===== src/rtl/iir_pkg.sv =====
package iir_pkg;
  parameter int unsigned IIR_DW        = 16;
  parameter int unsigned IIR_MAX_ORDER = 4;
  parameter int unsigned IIR_FRAC      = 8;
  parameter int unsigned IIR_GUARD     = 8;

  typedef enum logic {
    ST_IDLE = 1'b0,
    ST_MAC  = 1'b1
  } iir_state_e;
endpackage


===== src/rtl/iir_coef_bank.sv =====
module iir_coef_bank #(
  parameter int unsigned DW    = 16,
  parameter int unsigned NCOEF = 9,
  parameter int unsigned AW    = 4
) (
  input  logic                 clk,
  input  logic                 rst_n,
  input  logic                 wr_en,
  input  logic [AW-1:0]        wr_addr,
  input  logic signed [DW-1:0] wr_data,
  output logic signed [DW-1:0] coef [NCOEF]
);
  for (genvar i = 0; i < NCOEF; i++) begin : g_reg
    logic signed [DW-1:0] q;
    always_ff @(posedge clk or negedge rst_n) begin
      if (!rst_n) q <= '0;
      else if (wr_en && wr_addr == AW'(i)) q <= wr_data;
    end
    assign coef[i] = q;
  end
endmodule


===== src/rtl/iir_delay_line.sv =====
module iir_delay_line #(
  parameter int unsigned DW    = 16,
  parameter int unsigned DEPTH = 4
) (
  input  logic                 clk,
  input  logic                 rst_n,
  input  logic                 clr,
  input  logic                 push,
  input  logic signed [DW-1:0] din,
  output logic signed [DW-1:0] tap [DEPTH]
);
  for (genvar i = 0; i < DEPTH; i++) begin : g_stage
    logic signed [DW-1:0] q;
    logic signed [DW-1:0] nxt;
    if (i == 0) begin : g_head
      assign nxt = din;
    end else begin : g_body
      assign nxt = tap[i-1];
    end
    always_ff @(posedge clk or negedge rst_n) begin
      if (!rst_n) q <= '0;
      else if (clr) q <= '0;
      else if (push) q <= nxt;
    end
    assign tap[i] = q;
  end
endmodule


===== src/rtl/iir_mac.sv =====
module iir_mac #(
  parameter int unsigned DW    = 16,
  parameter int unsigned ACC_W = 40
) (
  input  logic                    clk,
  input  logic                    rst_n,
  input  logic                    en,
  input  logic                    first,
  input  logic                    neg,
  input  logic signed [DW-1:0]    coef,
  input  logic signed [DW-1:0]    data,
  output logic signed [ACC_W-1:0] acc_next,
  output logic signed [ACC_W-1:0] acc_q
);
  localparam int unsigned PW = 2 * DW;
  localparam int unsigned GW = ACC_W - PW;

  logic signed [PW-1:0]    prod;
  logic signed [ACC_W-1:0] term;

  assign prod     = PW'(coef) * PW'(data);
  assign term     = {{GW{prod[PW-1]}}, prod};
  assign acc_next = (first ? '0 : acc_q) + (neg ? -term : term);

  always_ff @(posedge clk or negedge rst_n) begin
    if (!rst_n) acc_q <= '0;
    else if (en) acc_q <= acc_next;
  end
endmodule


===== src/rtl/iir_limiter.sv =====
module iir_limiter #(
  parameter int unsigned DW    = 16,
  parameter int unsigned ACC_W = 40,
  parameter int unsigned FRAC  = 8
) (
  input  logic signed [ACC_W-1:0] acc,
  input  logic                    lim_en,
  input  logic [DW-2:0]           lim_mag,
  output logic signed [DW-1:0]    y,
  output logic                    hit
);
  localparam logic signed [ACC_W-1:0] POS_MAX = ACC_W'((64'(1) << (DW - 1)) - 64'(1));
  localparam logic signed [ACC_W-1:0] NEG_MAX = -POS_MAX;

  logic signed [ACC_W-1:0] rounded;
  logic signed [ACC_W-1:0] sat_v;
  logic signed [ACC_W-1:0] lim_v;
  logic signed [ACC_W-1:0] lim_pos;
  logic                    sat_hit;
  logic                    lim_hit;

  if (FRAC == 0) begin : g_noround
    assign rounded = acc;
  end else begin : g_round
    localparam logic signed [ACC_W-1:0] HALF = ACC_W'(64'(1) << (FRAC - 1));
    assign rounded = (acc + HALF) >>> FRAC;
  end

  assign lim_pos = ACC_W'({1'b0, lim_mag});

  always_comb begin
    sat_hit = 1'b0;
    sat_v   = rounded;
    if (rounded > POS_MAX) begin
      sat_v   = POS_MAX;
      sat_hit = 1'b1;
    end else if (rounded < NEG_MAX) begin
      sat_v   = NEG_MAX;
      sat_hit = 1'b1;
    end
    lim_hit = 1'b0;
    lim_v   = sat_v;
    if (lim_en) begin
      if (sat_v > lim_pos) begin
        lim_v   = lim_pos;
        lim_hit = 1'b1;
      end else if (sat_v < -lim_pos) begin
        lim_v   = -lim_pos;
        lim_hit = 1'b1;
      end
    end
  end

  assign y   = lim_v[DW-1:0];
  assign hit = sat_hit | lim_hit;
endmodule


===== src/rtl/iir_direct_form.sv =====
module iir_direct_form
  import iir_pkg::*;
#(
  parameter int unsigned DW        = IIR_DW,
  parameter int unsigned MAX_ORDER = IIR_MAX_ORDER,
  parameter int unsigned FRAC      = IIR_FRAC,
  parameter int unsigned GUARD     = IIR_GUARD,
  localparam int unsigned NCOEF    = 2 * MAX_ORDER + 1,
  localparam int unsigned AW       = $clog2(NCOEF),
  localparam int unsigned OW       = $clog2(MAX_ORDER + 1)
) (
  input  logic                 clk,
  input  logic                 rst_n,
  input  logic                 clr,
  input  logic [OW-1:0]        order,
  input  logic                 lim_en,
  input  logic [DW-2:0]        lim_mag,
  input  logic                 coef_wr,
  input  logic [AW-1:0]        coef_addr,
  input  logic signed [DW-1:0] coef_data,
  input  logic                 in_valid,
  output logic                 in_ready,
  input  logic signed [DW-1:0] in_data,
  output logic                 out_valid,
  input  logic                 out_ready,
  output logic signed [DW-1:0] out_data,
  output logic                 done,
  output logic                 ovf
);
  localparam int unsigned ACC_W = 2 * DW + GUARD;
  localparam int unsigned IW    = AW;

  iir_state_e           state;
  logic [IW-1:0]        idx;
  logic [OW-1:0]        n_q;
  logic [OW-1:0]        ord_eff;
  logic [IW-1:0]        last_idx;
  logic signed [DW-1:0] x_cur;
  logic signed [DW-1:0] cf [NCOEF];
  logic signed [DW-1:0] xt [MAX_ORDER];
  logic signed [DW-1:0] yt [MAX_ORDER];
  logic signed [DW-1:0] op_c;
  logic signed [DW-1:0] op_d;
  logic                 op_neg;
  logic                 mac_en;
  logic                 last;
  logic                 accept;
  logic signed [ACC_W-1:0] acc_next;
  logic signed [ACC_W-1:0] acc_q;
  logic signed [DW-1:0] y_new;
  logic                 hit;

  iir_coef_bank #(.DW(DW), .NCOEF(NCOEF), .AW(AW)) u_coef (
    .clk, .rst_n, .wr_en(coef_wr), .wr_addr(coef_addr), .wr_data(coef_data), .coef(cf)
  );

  iir_delay_line #(.DW(DW), .DEPTH(MAX_ORDER)) u_xhist (
    .clk, .rst_n, .clr, .push(last), .din(x_cur), .tap(xt)
  );

  iir_delay_line #(.DW(DW), .DEPTH(MAX_ORDER)) u_yhist (
    .clk, .rst_n, .clr, .push(last), .din(y_new), .tap(yt)
  );

  iir_mac #(.DW(DW), .ACC_W(ACC_W)) u_mac (
    .clk, .rst_n, .en(mac_en), .first(idx == '0), .neg(op_neg),
    .coef(op_c), .data(op_d), .acc_next, .acc_q
  );

  iir_limiter #(.DW(DW), .ACC_W(ACC_W), .FRAC(FRAC)) u_lim (
    .acc(acc_next), .lim_en, .lim_mag, .y(y_new), .hit
  );

  always_comb begin
    if (order == '0) ord_eff = OW'(1);
    else if (int'(order) > int'(MAX_ORDER)) ord_eff = OW'(MAX_ORDER);
    else ord_eff = order;
  end

  assign last_idx = IW'(2 * int'(n_q));
  assign in_ready = (state == ST_IDLE) && !out_valid;
  assign accept   = in_valid && in_ready;
  assign mac_en   = (state == ST_MAC) && !clr;
  assign last     = mac_en && (idx == last_idx);

  always_comb begin
    op_c   = '0;
    op_d   = '0;
    op_neg = 1'b0;
    if (idx == '0) begin
      op_c = cf[0];
      op_d = x_cur;
    end
    for (int i = 1; i <= int'(MAX_ORDER); i++) begin
      if (i <= int'(n_q)) begin
        if (int'(idx) == i) begin
          op_c = cf[i];
          op_d = xt[i-1];
        end
        if (int'(idx) == int'(n_q) + i) begin
          op_c   = cf[int'(MAX_ORDER) + i];
          op_d   = yt[i-1];
          op_neg = 1'b1;
        end
      end
    end
  end

  always_ff @(posedge clk or negedge rst_n) begin
    if (!rst_n) begin
      state     <= ST_IDLE;
      idx       <= '0;
      n_q       <= OW'(1);
      x_cur     <= '0;
      out_valid <= 1'b0;
      out_data  <= '0;
      done      <= 1'b0;
      ovf       <= 1'b0;
    end else if (clr) begin
      state     <= ST_IDLE;
      idx       <= '0;
      out_valid <= 1'b0;
      done      <= 1'b0;
      ovf       <= 1'b0;
    end else begin
      done <= 1'b0;
      if (out_valid && out_ready) out_valid <= 1'b0;
      case (state)
        ST_IDLE: begin
          if (accept) begin
            x_cur <= in_data;
            n_q   <= ord_eff;
            idx   <= '0;
            state <= ST_MAC;
          end
        end
        ST_MAC: begin
          if (last) begin
            out_data  <= y_new;
            out_valid <= 1'b1;
            done      <= 1'b1;
            if (hit) ovf <= 1'b1;
            state     <= ST_IDLE;
          end else begin
            idx <= idx + IW'(1);
          end
        end
        default: state <= ST_IDLE;
      endcase
    end
  end
endmodule


===== config.mk =====
export PLATFORM = sky130hd
export DESIGN_NAME = iir_direct_form
export DESIGN_NICKNAME = d
export VERILOG_FILES = /design/src/rtl/iir_pkg.sv /design/src/rtl/iir_coef_bank.sv /design/src/rtl/iir_delay_line.sv /design/src/rtl/iir_mac.sv /design/src/rtl/iir_limiter.sv /design/src/rtl/iir_direct_form.sv
export SDC_FILE = /design/constraint.sdc
export NUM_CORES = 2
export LEC_CHECK = 0
export BUFFER_PORTS_ARGS = -buffer_cell sky130_fd_sc_hd__buf_4
export CAP_MARGIN = 5
export CORE_UTILIZATION = 59
export DETAILED_ROUTE_END_ITERATION = 16
export PLACE_DENSITY = 0.9
export SLEW_MARGIN = 20
export SYNTH_ARGS = -nofsm -noshare
export SYNTH_HDL_FRONTEND = slang
export SYNTH_HIERARCHICAL = 1
export SYNTH_SLANG_ARGS = --single-unit

===== constraint.sdc =====
create_clock -name clk -period 14.5 [get_ports clk]
set_input_delay 0.725 -clock clk [delete_from_list [all_inputs] [get_ports clk]]
set_output_delay 0.725 -clock clk [all_outputs]
set_load 0.02 [all_outputs]

==> impl_metrics.json, run 1 <==
{
  "status": "stopped before the end",
  "haltStage": "global routing",
  "error_line": "[ERROR GRT-0232] Routing congestion too high. Check the congestion heatmap in the GUI.",
  "die_w_um": 243,
  "clockBufferDepth": 3,
  "synth_top_area_share_pct": 25.8,
  "ys_ff_latch": 355,
  "clock_sinks": 355,
  "antenna_found_initial": 32,
  "synth_area_leaders": "dfrtp_1 26%, fa_1 15%, ha_1 7.0%",
  "ys.flop_type": "dfrtp_1",
  "grt_use_total_pct": 70.3,
  "synth.distinct_cells": 116,
  "crit_endpoint": "u_yhist/g_stage[0].q[0]$_DFFE_PN0P_/D",
  "rows": 88,
  "dieHeight_um": 243,
  "htree_levels": 2,
  "yosysSeqAreaShare_pct": 25.9,
  "netlist_area_mm2": 0.0343,
  "cts_buffers": 39,
  "endpoint_type": "sequential cell input",
  "synth_nets": 4144,
  "start_util_pct": 59.6,
  "grt_max_degree": 187,
  "grt_overflow": 4,
  "io_buffers": 80,
  "netlist_instances": 3629,
  "async_flop_share_pct": 100,
  "avgSynthCellArea_um2": 9.46,
  "synth_edf_count": 0,
  "dp.final_hpwl_mm": 81.3,
  "pin_count": 81,
  "synth_top_cell_by_area": "dfrtp_1",
  "gp_congestion": 0.976,
  "placed_area_mm2": 0.0395,
  "yosysWarnings": 6,
  "root_buffer": "clkbuf_16"
}
routing by layer:
metal  overflow  track usage [%]
met1          0             67.8
met4          2             66.8
met5          0             57.0
met3          0             64.8
met2          2             80.3
synthesized netlist by cell type (45+ instances only):
cell type / n
clkbuf_1: 114
and2_1: 142
nand2_1: 288
ha_1: 191
xor2_1: 53
nand3_1: 126
o211ai_1: 45
o21ai_0: 82
nor2_1: 285
mux2_2: 181
nor2b_1: 58
xnor2_1: 108
fa_1: 263
dfrtp_1: 354
inv_1: 370
a21o_1: 45
a21oi_1: 126
mux2i_1: 135
through the flow:
stage	std cells	util, %	worst slack (ns)	hold slack, ns
floorplan	3629	-	0.00471	0.429
global placement	4819	68.7	-0.393	0.463
detailed placement	4819	68.7	-0.751	0.469
CTS	4968	74.1	-0.200	0.229
logic make-up after synthesis:
family / Yosys count / synth area share (%)
fa+ha+maj: 454 / 22.3
simple gates: 1111 / 16.3
xor+xnor: 163 / 4.22
flops: 355 / 25.9
compound gates: 632 / 13.4
mux: 338 / 10.7
buf+inv: 576 / 7.21
timing repair:
| item | in CTS |
|---|---|
| pin swaps | 88 |
| endpoints found under the setup margin | 33 |
| hold buffers | 0 |
| buffers inserted | 67 |
| gates cloned | 13 |
| gates resized for setup | 230 |
==> inputs of run 2 (changes only) <==
--- a/config.mk
+++ b/config.mk
@@ -7,9 +7,9 @@
 export LEC_CHECK = 0
 export BUFFER_PORTS_ARGS = -buffer_cell sky130_fd_sc_hd__buf_4
 export CAP_MARGIN = 5
-export CORE_UTILIZATION = 59
+export CORE_UTILIZATION = 40
 export DETAILED_ROUTE_END_ITERATION = 16
-export PLACE_DENSITY = 0.9
+export PLACE_DENSITY_LB_ADDON = 0.15
 export SLEW_MARGIN = 20
 export SYNTH_ARGS = -nofsm -noshare
 export SYNTH_HDL_FRONTEND = slang
==> constraint.sdc (replaced) <==
create_clock -name clk -period 18.85 [get_ports clk]
set_input_delay 0.9425 -clock clk [delete_from_list [all_inputs] [get_ports clk]]
set_output_delay 0.9425 -clock clk [all_outputs]
set_load 0.02 [all_outputs]
==> impl_metrics.json, run 2 <==
{
  "avgSynthCellArea_um2": 9.46,
  "slew_viol_final": 0,
  "async_flop_share_pct": 100,
  "synth_most_common_cell": "inv_1",
  "die-area_mm2": 0.0870,
  "vias": 26600,
  "top_register": "u_coef/g.q",
  "synth_edf_count": 0,
  "gp_congestion": 0.901,
  "grt_pass1_vias": 27000,
  "synth.distinct_cells": 116,
  "core_area_mm2": 0.0850,
  "dr.pass1.iters": 6,
  "max-slew-margin-rel_pct": 25.6,
  "netlist_area_mm2": 0.0343,
  "synth_top_cell_by_area": "dfrtp_1",
  "ant_nets": 0,
  "arrival_ns": 18.26,
  "netlist_instances": 3629,
  "drc": 0,
  "setup_viol": 0,
  "start_kind": "flip-flop",
  "yosysWarnings": 6,
  "die_w_um": 295,
  "maxCapViolations": 0,
  "mostFrequentLayoutCells": "370 x inv_1, 354 x dfrtp_1, 288 x nand2_1",
  "hold_path.class": "in -> async",
  "final-hold-violation-count": 0,
  "synth_common_cells": "370 x inv_1, 354 x dfrtp_1, 288 x nand2_1",
  "critical_path_class": "reg -> reg",
  "rsz0062_at_grt": "no",
  "largest_register_ffs": 144,
  "antenna_cells": 0,
  "post_cts_buffers": 0,
  "antenna_found_initial": 1,
  "layout_commonest_cell": "inv_1",
  "drtIter0Drc": 1922,
  "fin_nets": 4153,
  "finClkSkew_ns": 0.0157,
  "rows": 107,
  "synth_nets": 4144,
  "fmax_mhz": 56.4,
  "clk_pin_slew_worst_paths_ns": 0.06,
  "grt_pass1_wl_mm": 159,
  "critPathMaxStageDelay_ns": 0.79,
  "clock_sinks": 355,
  "yosysSeqAreaShare_pct": 25.9,
  "r2r_setup_slack_ns": 1.11,
  "tightest_slew_ns": 1.12,
  "synth_top_area_share_pct": 25.8,
  "fin_crit_sh_pct": 94.1,
  "grt_use_total_pct": 23.3,
  "post-route-min-period_ns": 17.74,
  "synth_area_leaders": "dfrtp_1 26%, fa_1 15%, ha_1 7.0%",
  "grt_overflow": 0,
  "path_max_fanout": 19,
  "wl_mm": 99.7,
  "ys_ff_latch": 355,
  "insertion_delay_ns": 0.60,
  "slowest_stage": "o21ai_1",
  "drive_gt1_share_pct": 14.5,
  "crit_top_cell": "inv_1",
  "clockBufferDepth": 3,
  "dieHeight_um": 295,
  "ys.flop_type": "dfrtp_1",
  "htree_levels": 2,
  "io_buffers": 80,
  "setup_tns_ns": 0,
  "viasPerCell": 5.53,
  "top_regs": "u_coef/g.q (144), u_xhist/g_stage.q (64), u_yhist/g_stage.q (64)",
  "timing.critical_path.to_type": "flip-flop",
  "cts_buffers": 43,
  "status": "finished, final reports clean",
  "fin_util_pct": 44.1,
  "avgRoutedWirePerCell_um": 20.7,
  "area_delta_synth_final_pct": 9.32,
  "pin_count": 81,
  "root_buffer": "clkbuf_16",
  "dp.final_hpwl_mm": 73.1,
  "grt_max_degree": 157,
  "cts_tree": "done",
  "required_ns": 19.36,
  "start_util_pct": 40.4
}
==> run 2: layer usage <==
layer | global-route usage, % | part of all wire, % | vias to the layer above
met5 | 0 | 0 | -
met4 | 6.92 | 2.9 | 0
met3 | 2.84 | 4.7 | 137
met2 | 37.2 | 45 | 651
met1 | 33.0 | 47 | 13300
li1 | - | - | 12500
==> run 2: through the flow <==
stage          worst slack [ns]  std cells  hold WS [ns]  cell area, um^2
2_1_floorplan              3.24       3629         0.459            34300
4_1_cts                    1.07       4811         0.299            37500
6_report                   1.11       4811         0.313            37500
3_5_place_dp               1.11       4737         0.471            36000
5_1_grt                  0.0630       4811         0.335            37500
3_3_place_gp               1.36       4737         0.464            36000
==> run 2: worst max-delay path: cells and delay by family (launching register included) <==
family,cells,cell delay [ns]
AND/OR/NAND/NOR,23,5.37
buffers and inverters,8,1.23
XOR/XNOR,4,0.73
adder cells (fa/ha/maj),11,4.89
flip-flops,1,0.61
AO/OA/AOI/OAI,18,4.66
multiplexers,1,0.15
==> run 2: logic make-up (layout without fill, tap and decap cells) <==
group | Yosys count | count (layout) | share of synthesized area [%]
AO/OA/AOI/OAI | 632 | 632 | 13.4
XOR/XNOR | 163 | 163 | 4.22
adder cells (fa/ha/maj) | 454 | 454 | 22.3
buffers and inverters | 576 | 614 | 7.21
flip-flops | 355 | 355 | 25.9
multiplexers | 338 | 338 | 10.7
AND/OR/NAND/NOR | 1111 | 1111 | 16.3
==> run 2: worst paths after layout <==
kind,from,end,depth (start not counted)
worst max-delay path,n_q[2]$_DFFE_PN0P_,u_yhist/g_stage[0].q[9]$_DFFE_PN0P_,65
worst min-delay path,rst_n,u_mac/acc_q[34]$_DFFE_PN0P_,1
worst max register to register,n_q[2]$_DFFE_PN0P_,u_yhist/g_stage[0].q[9]$_DFFE_PN0P_,65
worst min register to register,out_data[5]$_DFFE_PN0P_,out_data[5]$_DFFE_PN0P_,2
max in group asynchronous,rst_n,u_coef/g_reg[2].q[1]$_DFFE_PN0P_,3
min in group clk,out_data[5]$_DFFE_PN0P_,out_data[5]$_DFFE_PN0P_,2
==> run 2: final cells by class <==
cell class | count | area, um^2
clock buffers | 62 | 1250
well taps | 1144 | 1430
clock inverters | 12 | 196
multi-input cells | 2698 | 23100
repair buffers | 168 | 1310
fillers | 8391 | 47500
flip-flops and latches | 355 | 8880
inverters | 372 | 1400
==> run 2: what timing repair did <==
item,in CTS,in global routing
resized for setup,0,11
hold buffers,0,0
endpoints found under the setup margin,0,33
Power of run 2 is not shown: default switching activity piles up to over one toggle a cycle in this logic, so the estimate is an artifact.
